[config.mk]
export PLATFORM = sky130hd
export DESIGN_NAME = tbase_gen
export DESIGN_NICKNAME = d
export VERILOG_FILES = /design/src/rtl/tbase_pkg.sv /design/src/rtl/tbase_clksel.sv /design/src/rtl/tbase_counter.sv /design/src/rtl/tbase_flag.sv /design/src/rtl/tbase_gen.sv
export SDC_FILE = /design/constraint.sdc
export NUM_CORES = 1
export LEC_CHECK = 0
export BUFFER_PORTS_ARGS = -buffer_cell sky130_fd_sc_hd__buf_2
export CAP_MARGIN = 20
export CORE_MARGIN = 4
export CORE_UTILIZATION = 50
export CTS_BUF_LIST = sky130_fd_sc_hd__clkbuf_16
export DETAILED_ROUTE_END_ITERATION = 12
export PLACE_DENSITY = 0.79
export SYNTH_ARGS = -nofsm -noshare
export SYNTH_HDL_FRONTEND = slang
export SYNTH_SLANG_ARGS = --single-unit
[constraint.sdc]
create_clock -name clk -period 2.17 [get_ports clk]
set_input_delay 0.3255 -clock clk [delete_from_list [all_inputs] [get_ports clk]]
set_output_delay 0.3255 -clock clk [all_outputs]
set_load 0.01 [all_outputs]
[src/rtl/tbase_pkg.sv]
package tbase_pkg;
    typedef enum logic [1:0] {
        SRC_SYS  = 2'b00,
        SRC_DIV4 = 2'b01,
        SRC_SUB  = 2'b10,
        SRC_ALT  = 2'b11
    } tb_src_e;

    typedef enum logic {
        TB_IDLE = 1'b0,
        TB_RUN  = 1'b1
    } tb_state_e;
endpackage

[src/rtl/tbase_clksel.sv]
module tbase_clksel #(
    parameter int DIV = 4
) (
    input  logic       clk,
    input  logic       rst_n,
    input  logic       run,
    input  logic [1:0] src_sel,
    input  logic       sub_ce,
    output logic       step
);
    import tbase_pkg::*;
    localparam int DW = (DIV > 1) ? $clog2(DIV) : 1;
    localparam logic [DW-1:0] DLAST = DW'(DIV - 1);

    logic [DW-1:0] div_q;
    logic          div_step;

    always_ff @(posedge clk or negedge rst_n) begin
        if (!rst_n)              div_q <= '0;
        else if (!run)           div_q <= '0;
        else if (div_q == DLAST) div_q <= '0;
        else                     div_q <= div_q + 1'b1;
    end

    assign div_step = (div_q == DLAST);

    always_comb begin
        unique case (tb_src_e'(src_sel))
            SRC_SYS:  step = run;
            SRC_DIV4: step = run & div_step;
            SRC_SUB:  step = run & sub_ce;
            SRC_ALT:  step = run;
            default:  step = run;
        endcase
    end
endmodule

[src/rtl/tbase_counter.sv]
module tbase_counter #(
    parameter int BASE = 8,
    parameter int SELW = 3,
    localparam int TAPS = 2 ** SELW,
    localparam int CW   = BASE + TAPS - 1
) (
    input  logic            clk,
    input  logic            rst_n,
    input  logic            run,
    input  logic            step,
    input  logic [SELW-1:0] period_sel,
    output logic            wrap
);
    logic [CW-1:0]   cnt_q;
    logic [TAPS-1:0] tap_full;

    always_ff @(posedge clk or negedge rst_n) begin
        if (!rst_n)    cnt_q <= '0;
        else if (!run) cnt_q <= '0;
        else if (step) cnt_q <= cnt_q + 1'b1;
    end

    for (genvar t = 0; t < TAPS; t++) begin : g_tap
        assign tap_full[t] = &cnt_q[BASE+t-1:0];
    end

    assign wrap = step & tap_full[period_sel];
endmodule

[src/rtl/tbase_flag.sv]
module tbase_flag (
    input  logic clk,
    input  logic rst_n,
    input  logic set,
    input  logic clr,
    output logic pulse,
    output logic req
);
    always_ff @(posedge clk or negedge rst_n) begin
        if (!rst_n) begin
            pulse <= 1'b0;
            req   <= 1'b0;
        end else begin
            pulse <= set;
            req   <= set | (req & ~clr);
        end
    end
endmodule

[src/rtl/tbase_gen.sv]
module tbase_gen #(
    parameter int BASE = 8,
    parameter int SELW = 3,
    parameter int DIV  = 4
) (
    input  logic            clk,
    input  logic            rst_n,
    input  logic            en,
    input  logic [1:0]      src_sel,
    input  logic [SELW-1:0] period_sel,
    input  logic            sub_ce,
    input  logic            clr,
    output logic            tick_o,
    output logic            req_o
);
    import tbase_pkg::*;

    tb_state_e st_q, st_nxt;
    logic      run, step, wrap;

    always_ff @(posedge clk or negedge rst_n) begin
        if (!rst_n) st_q <= TB_IDLE;
        else        st_q <= st_nxt;
    end

    always_comb begin
        st_nxt = st_q;
        unique case (st_q)
            TB_IDLE: if (en)  st_nxt = TB_RUN;
            TB_RUN:  if (!en) st_nxt = TB_IDLE;
            default: st_nxt = TB_IDLE;
        endcase
    end

    always_comb begin
        run = 1'b0;
        unique case (st_q)
            TB_IDLE: run = 1'b0;
            TB_RUN:  run = 1'b1;
            default: run = 1'b0;
        endcase
    end

    tbase_clksel #(.DIV(DIV)) clksel_i (
        .clk(clk), .rst_n(rst_n), .run(run),
        .src_sel(src_sel), .sub_ce(sub_ce), .step(step)
    );

    tbase_counter #(.BASE(BASE), .SELW(SELW)) counter_i (
        .clk(clk), .rst_n(rst_n), .run(run), .step(step),
        .period_sel(period_sel), .wrap(wrap)
    );

    tbase_flag flag_i (
        .clk(clk), .rst_n(rst_n), .set(wrap), .clr(clr),
        .pulse(tick_o), .req(req_o)
    );
endmodule

# After elaboration in Yosys (flattened, before gate mapping)
# Cells that the tools add are included.
# Widths: inputs -> output; s select.
[word_totals] regBits=20 latch_bits=0 ramBits=0 mem_bits_ro=0 input_bits=10 mem_count=0
[classes] n_addsub=2 n_mul=0 n_div=0 magnitude_cmp=1 eq_ne=5 shifts=0 mux=9 bitwise_logic=7 reduce_logical=10
[ops] cell="$mux 15" n=2
[ops] cell="$add 15x1->15 const B" n=1
[ops] cell="$reduce_and 15->1" n=1
[ops] cell="$reduce_and 14->1" n=1
[ops] cell="$reduce_and 13->1" n=1
[ops] cell="$reduce_and 12->1" n=1
[ops] cell="$reduce_and 11->1" n=1
[ops] cell="$reduce_and 10->1" n=1
[ops] cell="$reduce_and 9->1" n=1
[ops] cell="$reduce_and 8->1" n=1
[ops] cell="$eq 2x2->1 const B" n=3
[ops] cell="$and 1x1->1" n=4
[ops] cell="$lt 3x4->1 const B" n=1
[ops] cell="$mux 2" n=2
[ops] cell="$bmux 1 s3" n=1
[ops] cell="$pmux 1 s3" n=1
[ops] cell="$add 2x1->2 const B" n=1
[ops] cell="$eq 2x1->1 const B" n=1
[ops] cell="$logic_not 2->1" n=1
[ops] cell="$mux 1" n=2
[ops] cell="$ne 2x1->1 const B" n=1
[ops] cell="$not 1->1" n=2
[ops] cell="$pmux 1 s2" n=1
[ops] cell="$reduce_or 2->1" n=1
[ops] cell="$or 1x1->1" n=1

# Depth between registers and ports, before layout
[logic_depth] depth_word=6 depth_mapped=8

# Cells and area by module
# Synthesis repeated with hierarchy kept, for this count alone.
[unflattened] cells_unflattened=106 hier_area_um2=1098.6
[modules_own_cells] module="tbase_counter" n_inst=1 cells_per_inst=92 area_per_inst_um2=900.9 seq_area_each_um2=375.4
[modules_own_cells] module="tbase_clksel" n_inst=1 cells_per_inst=9 area_per_inst_um2=111.4 seq_area_each_um2=50.0
[modules_own_cells] module="tbase_flag" n_inst=1 cells_per_inst=4 area_per_inst_um2=61.3 seq_area_each_um2=50.0
[modules_own_cells] module="tbase_gen" n_inst=1 cells_per_inst=1 area_per_inst_um2=25.0 seq_area_each_um2=25.0

# Worst setup path after synthesis
# No wires, ideal clock.
[synth_path] path_kind="reg-to-reg" startpoint="register counter_i.cnt_q[0]" endpoint="register flag_i.req" arrival_ns=1.651 required_ns=2.088 setup_slack_ns=0.437 path_stages_with_launch=9 path_buffers=0 path_cell_list="dfrtp_1 > ha_1 > and3_1 > and2_1 > ha_1 > nor4bb_1 > a31oi_1 > a211o_1 > o22ai_1"
[synth_via] elab_chain_len=5 elab_cells_between_ends=12 classes_between="mux: 2; bitwise: 2; reduce/logical: 8"
[synth_lines] item="start: declaration" line_no="tbase_counter.sv:14" text="logic [CW-1:0] cnt_q;"
[synth_lines] item="start signal: assignment" line_no="tbase_counter.sv:20" text="else if (step) cnt_q <= cnt_q + 1'b1;"
[synth_lines] item="$reduce_and 15->1 (tied with other cells)" line_no="tbase_counter.sv:24" text="assign tap_full[t] = &cnt_q[BASE+t-1:0];"
[synth_lines] item="$bmux 1 s3 *" line_no="tbase_counter.sv:27" text="assign wrap = step & tap_full[period_sel];"
[synth_lines] item="$mux 1 (not written as such) *" line_no="tbase_counter.sv:27"
[synth_lines] item="$and 1x1->1 *" line_no="tbase_counter.sv:27"
[synth_lines] item="$or 1x1->1 *" line_no="tbase_flag.sv:15" text="req <= set | (req & ~clr);"
[synth_lines] item="end signal: assignment" line_no="tbase_flag.sv:15"
[synth_lines] item="end: declaration" line_no="tbase_flag.sv:7" text="output logic req"
# Mark *: on every way between the ends. The rest lies on a longest branch, timed or not. The select of a mux whose other input is x is not followed.
# A chain may end at the register's enable or synchronous reset.

# Worst setup path after layout
[layout_path] startpoint="register counter_i.cnt_q[0]" endpoint="register flag_i.pulse"
[layout_via] elab_chain_len=4 elab_cells_between_ends=11 classes_between="mux: 2; bitwise: 1; reduce/logical: 8"
[layout_lines] item="$reduce_and 15->1 (tied with other cells)" line_no="tbase_counter.sv:24"
[layout_lines] item="$bmux 1 s3 *" line_no="tbase_counter.sv:27"
[layout_lines] item="$mux 1 (not written as such) *" line_no="tbase_counter.sv:27"
[layout_lines] item="$and 1x1->1 *" line_no="tbase_counter.sv:27"
[layout_lines] item="via counter_i.wrap" line_no="tbase_counter.sv:12" text="output logic wrap"
[layout_lines] item="end signal: assignment" line_no="tbase_flag.sv:14" text="pulse <= set;"
[layout_lines] item="end: declaration" line_no="tbase_flag.sv:6" text="output logic pulse,"
# Mark *: on every way through the listed nets, which the timed path passes. The rest lies on a longest branch. The select of a mux whose other input is x is not followed.

==> results by group <==
Outcome
  – Run status: finished clean

Critical path
  – Startpoint class of the critical path: flip-flop
  – Buffers & Inverters on Critical Path: 0
  – Cell at the slowest stage of the critical path: sky130_fd_sc_hd__dfrtp_1
  – Biggest cell delay along the critical path: between 0.3 and 0.4 ns
  – CP top delay family: simple AND/OR/NAND/NOR gates
  – Library cell appearing most often on the critical path: sky130_fd_sc_hd__ha_1
  – Critical path class: reg -> reg
  – Critical Path Fanout Max: 5
  – List of cells traversed by the critical path: ha_1 -> and3_1 -> and2_1 -> ha_1 -> nor4bb_1 -> a31oi_1 -> a211o_1 -> nor2_1
  – Required time worst endpoint: roughly 2.4 ns
  – Worst Setup End Kind: flip-flop
  – Arrival time at the worst endpoint: roughly 2.1 ns

Drt
  – Post-detailed-route wirelength per cell: around 14 um
  – Count of TritonRoute iterations in the first routing pass: 4
  – Initial DRC count: 18
  – Via-per-instance ratio: approximately 5.5
  – DRC errors left: 0
  – Overall via count from detail_route: between 700 and 800
  – Post-Route WL: around 2000 um
  – Final ANT Viol Nets: 0

Clock tree
  – Clock network latency to the later pin of the worst-skew pair: ~0.25 ns
  – Clk pin slew, worst setup/hold paths: roughly 0.050 ns
  – Number of gates given a new drive strength after cts: 0
  – Total number of clock tree sinks: 20
  – Number of CTS-inserted buffers: 3
  – Maximum level of the CTS H-tree: 1
  – Number of buffers between clock root and the deepest sink: 2
  – Total of hold buffers inserted after clock tree synthesis: 0
  – TritonCTS clock tree: built
  – Setup repair bufs after CTS: 0
  – Clock tree root buffer cell: sky130_fd_sc_hd__clkbuf_16

Yosys
  – Library cells used by synthesis: 30
  – Leading post-synthesis cells by cell area: sky130_fd_sc_hd__dfrtp_1, sky130_fd_sc_hd__and2_1, sky130_fd_sc_hd__xnor2_1
  – Area share of the largest cell type after synthesis: 44.6%
  – Leading register cell type out of synthesis: sky130_fd_sc_hd__dfrtp_1
  – Count of yosys warnings during synthesis: 0
  – Number of synthesized flops with an enable pin: 0
  – Biggest area consumer among synthesized cells: sky130_fd_sc_hd__dfrtp_1
  – Post-synthesis sequential area ratio: between 40% and 50%
  – Mean instance size in the synthesized netlist: approximately 11 um2
  – Cells after Synth: between 100 and 150
  – Async set-reset flop share out of synthesis: 100%
  – Post-synth net total: approximately 120
  – Netlist Area Pre-Place: between 0.001 and 0.0015 mm2
  – Flip-flop and latch count after synthesis: 20

Floorplanning
  – Initial Utilization: between 50 and 60%
  – Die span in x: around 55 um
  – Area inside the core boundary: 0.00204 mm2
  – Number of placement rows: 16
  – Die area: about 0.0031 mm2
  – Ports: 12
  – Die height: 55.4 um

Placed design
  – Final HPWL DP: approximately 1400 um
  – Number of I/O port buffers: 11
  – Placer Congestion: between 0.7 and 0.8
  – Dpl cell area: about 0.0012 mm2

Global route
  – Maximum number of pins on one net before global-route repair: 23
  – Number of antenna violations at the first check in global routing: 0
  – Wire length of the first global-routing pass: 3550 um
  – Grt total ovfl: 0
  – Total routing resource utilization after global routing: 14.4%
  – Number of global-route vias before repair: about 770

Timing
  – Hold Vio Cnt, Final: 0
  – Clock Skews: ~0.0011 ns
  – Post-route minimum period: approximately 1.9 ns
  – Period utilisation layout: roughly 90%
  – Total count of max-transition violations in the final report: 0
  – Fin Setup TNS: 0 ns
  – Transition time of the tightest slew-check pin: between 0.5 and 0.6 ns
  – Setup repair after global routing missed its margin: false
  – Maximum frequency from static timing analysis: 518 MHz
  – Final setup viols: 0
  – Remaining max-slew budget at the tightest pin: between 60% and 70%

Final layout
  – Final design utilization: 62.0%
  – Fill cell instance count of the final layout: 179
  – Antenna diode count: 0
  – Design area: 0.00127 mm2
  – Final net count: between 100 and 150
  – Share of layout cells above drive strength 1: between 15 and 20%
  – Area of all sequential standard cells: ~500 um2
  – Area overhead of the layout relative to synthesis: 12.8%
  – Multi-input gate area: 583 um2

Flow run
  – Number of maximum-capacitance constraint violations: 0

Power and ir drop
  – Leakage power: about 0.00057 uW
  – Max rail drop VDD: between 600 and 700 uV
  – Power density relative to cell area: approximately 660 mW/mm2

Min path
  – Hold/Removal Path Class: in -> async
## path summary, 6_finish.rpt
path / start / to / slack (ns) / cells past startpoint
setup / recovery: counter_i.cnt_q[0]$_DFFE_PN0P_ / flag_i.pulse$_DFF_PN0_ / 0.24 / 8
hold / removal: rst_n / counter_i.cnt_q[3]$_DFFE_PN0P_ / 0.02 / 1
setup reg to reg: counter_i.cnt_q[0]$_DFFE_PN0P_ / flag_i.pulse$_DFF_PN0_ / 0.24 / 8
hold reg to reg: clksel_i.div_q[0]$_DFF_PN0_ / clksel_i.div_q[0]$_DFF_PN0_ / 0.46 / 1
max in group asynchronous: rst_n / counter_i.cnt_q[9]$_DFFE_PN0P_ / 1.85 / 1
min in group clk: en / st_q$_DFF_PN0_ / 0.18 / 1
## cell usage in the layout (no fill, tap or decap), types with 2 or more instances in the layout
| master | n |
|---|---|
| sky130_fd_sc_hd__dfrtp_1 | 20 |
| sky130_fd_sc_hd__and2_1 | 14 |
| sky130_fd_sc_hd__buf_2 | 11 |
| sky130_fd_sc_hd__xnor2_1 | 9 |
| sky130_fd_sc_hd__nand2_1 | 8 |
| sky130_fd_sc_hd__o21ai_0 | 6 |
| sky130_fd_sc_hd__o211ai_1 | 6 |
| sky130_fd_sc_hd__inv_1 | 4 |
| sky130_fd_sc_hd__o2111ai_1 | 4 |
| sky130_fd_sc_hd__ha_1 | 4 |
| sky130_fd_sc_hd__nor2_1 | 3 |
| sky130_fd_sc_hd__a21boi_0 | 3 |
| sky130_fd_sc_hd__or4b_1 | 3 |
| sky130_fd_sc_hd__clkbuf_16 | 3 |
| sky130_fd_sc_hd__and4_4 | 2 |
| sky130_fd_sc_hd__nand2b_1 | 2 |
## synthesized netlist by cell type (all sizes together), types with 2 or more instances
cell type and count:
dfrtp 20, and2 14, xnor2 9, nand2 8, o211ai 7, o21ai 6
ha 4, inv 4, o2111ai 4, a21boi 3, and4 3, nor2 3
or4b 3, buf 2, clkbuf 2, nand2b 2
## where the power goes
part           switching, uW  total [uW]  internal, uW
Combinational           38.8        67.6          28.8
Sequential              13.5         398           384
Clock                    129         375           245
Total                    182         840           658
## registers in the layout, summed over array words and instances, names as in the netlist
signal	flops
flag_i.pulse	1
clksel_i.div_q	2
counter_i.cnt_q	15
flag_i.req	1
st_q	1
## area by class of cell
type	count	share of cell area [%]
multi-input combinational	77	46.0
clock inverter	1	0.296
inverter	4	1.19
sequential	20	39.5
timing repair buffer	11	4.35
clock buffer	3	5.93
tap	27	2.67
## layer usage
layer	global-route usage (%)	share of wire (%)	up-vias
li1	-	-	399
met1	17.6	47	369
met2	23.3	47	16
met3	5.59	5.3	4
met4	4.17	1.1	0
met5	0	0	-
## kinds of logic (layout without fill, tap and decap cells)
family / Yosys count / in the layout / share of synthesized area [%]
and+or+nand+nor: 38 / 38 / 22.0
AOI/OAI and AO/OA: 24 / 24 / 16.3
DFF: 20 / 20 / 44.6
xor gates and xnor gates: 9 / 9 / 7.02
buffers and inverters: 8 / 19 / 3.46
adders and majority gates: 4 / 4 / 4.46
muxes: 2 / 2 / 2.23
## per-stage QoR
| stage | total power (uW) | hold slack (ns) | cells | worst slack, ns |
|---|---|---|---|---|
| floorplan | 448 | 0.0299 | 105 | 0.437 |
| global placement | 468 | 0.287 | 139 | 0.362 |
| detailed placement | 471 | 0.291 | 139 | 0.263 |
| CTS | 845 | 0.0257 | 143 | 0.227 |
| global route | 875 | 0.0411 | 143 | 0.0565 |
| finish | 840 | 0.0168 | 143 | 0.241 |
Note: power is estimated with default switching activity, not from simulation.
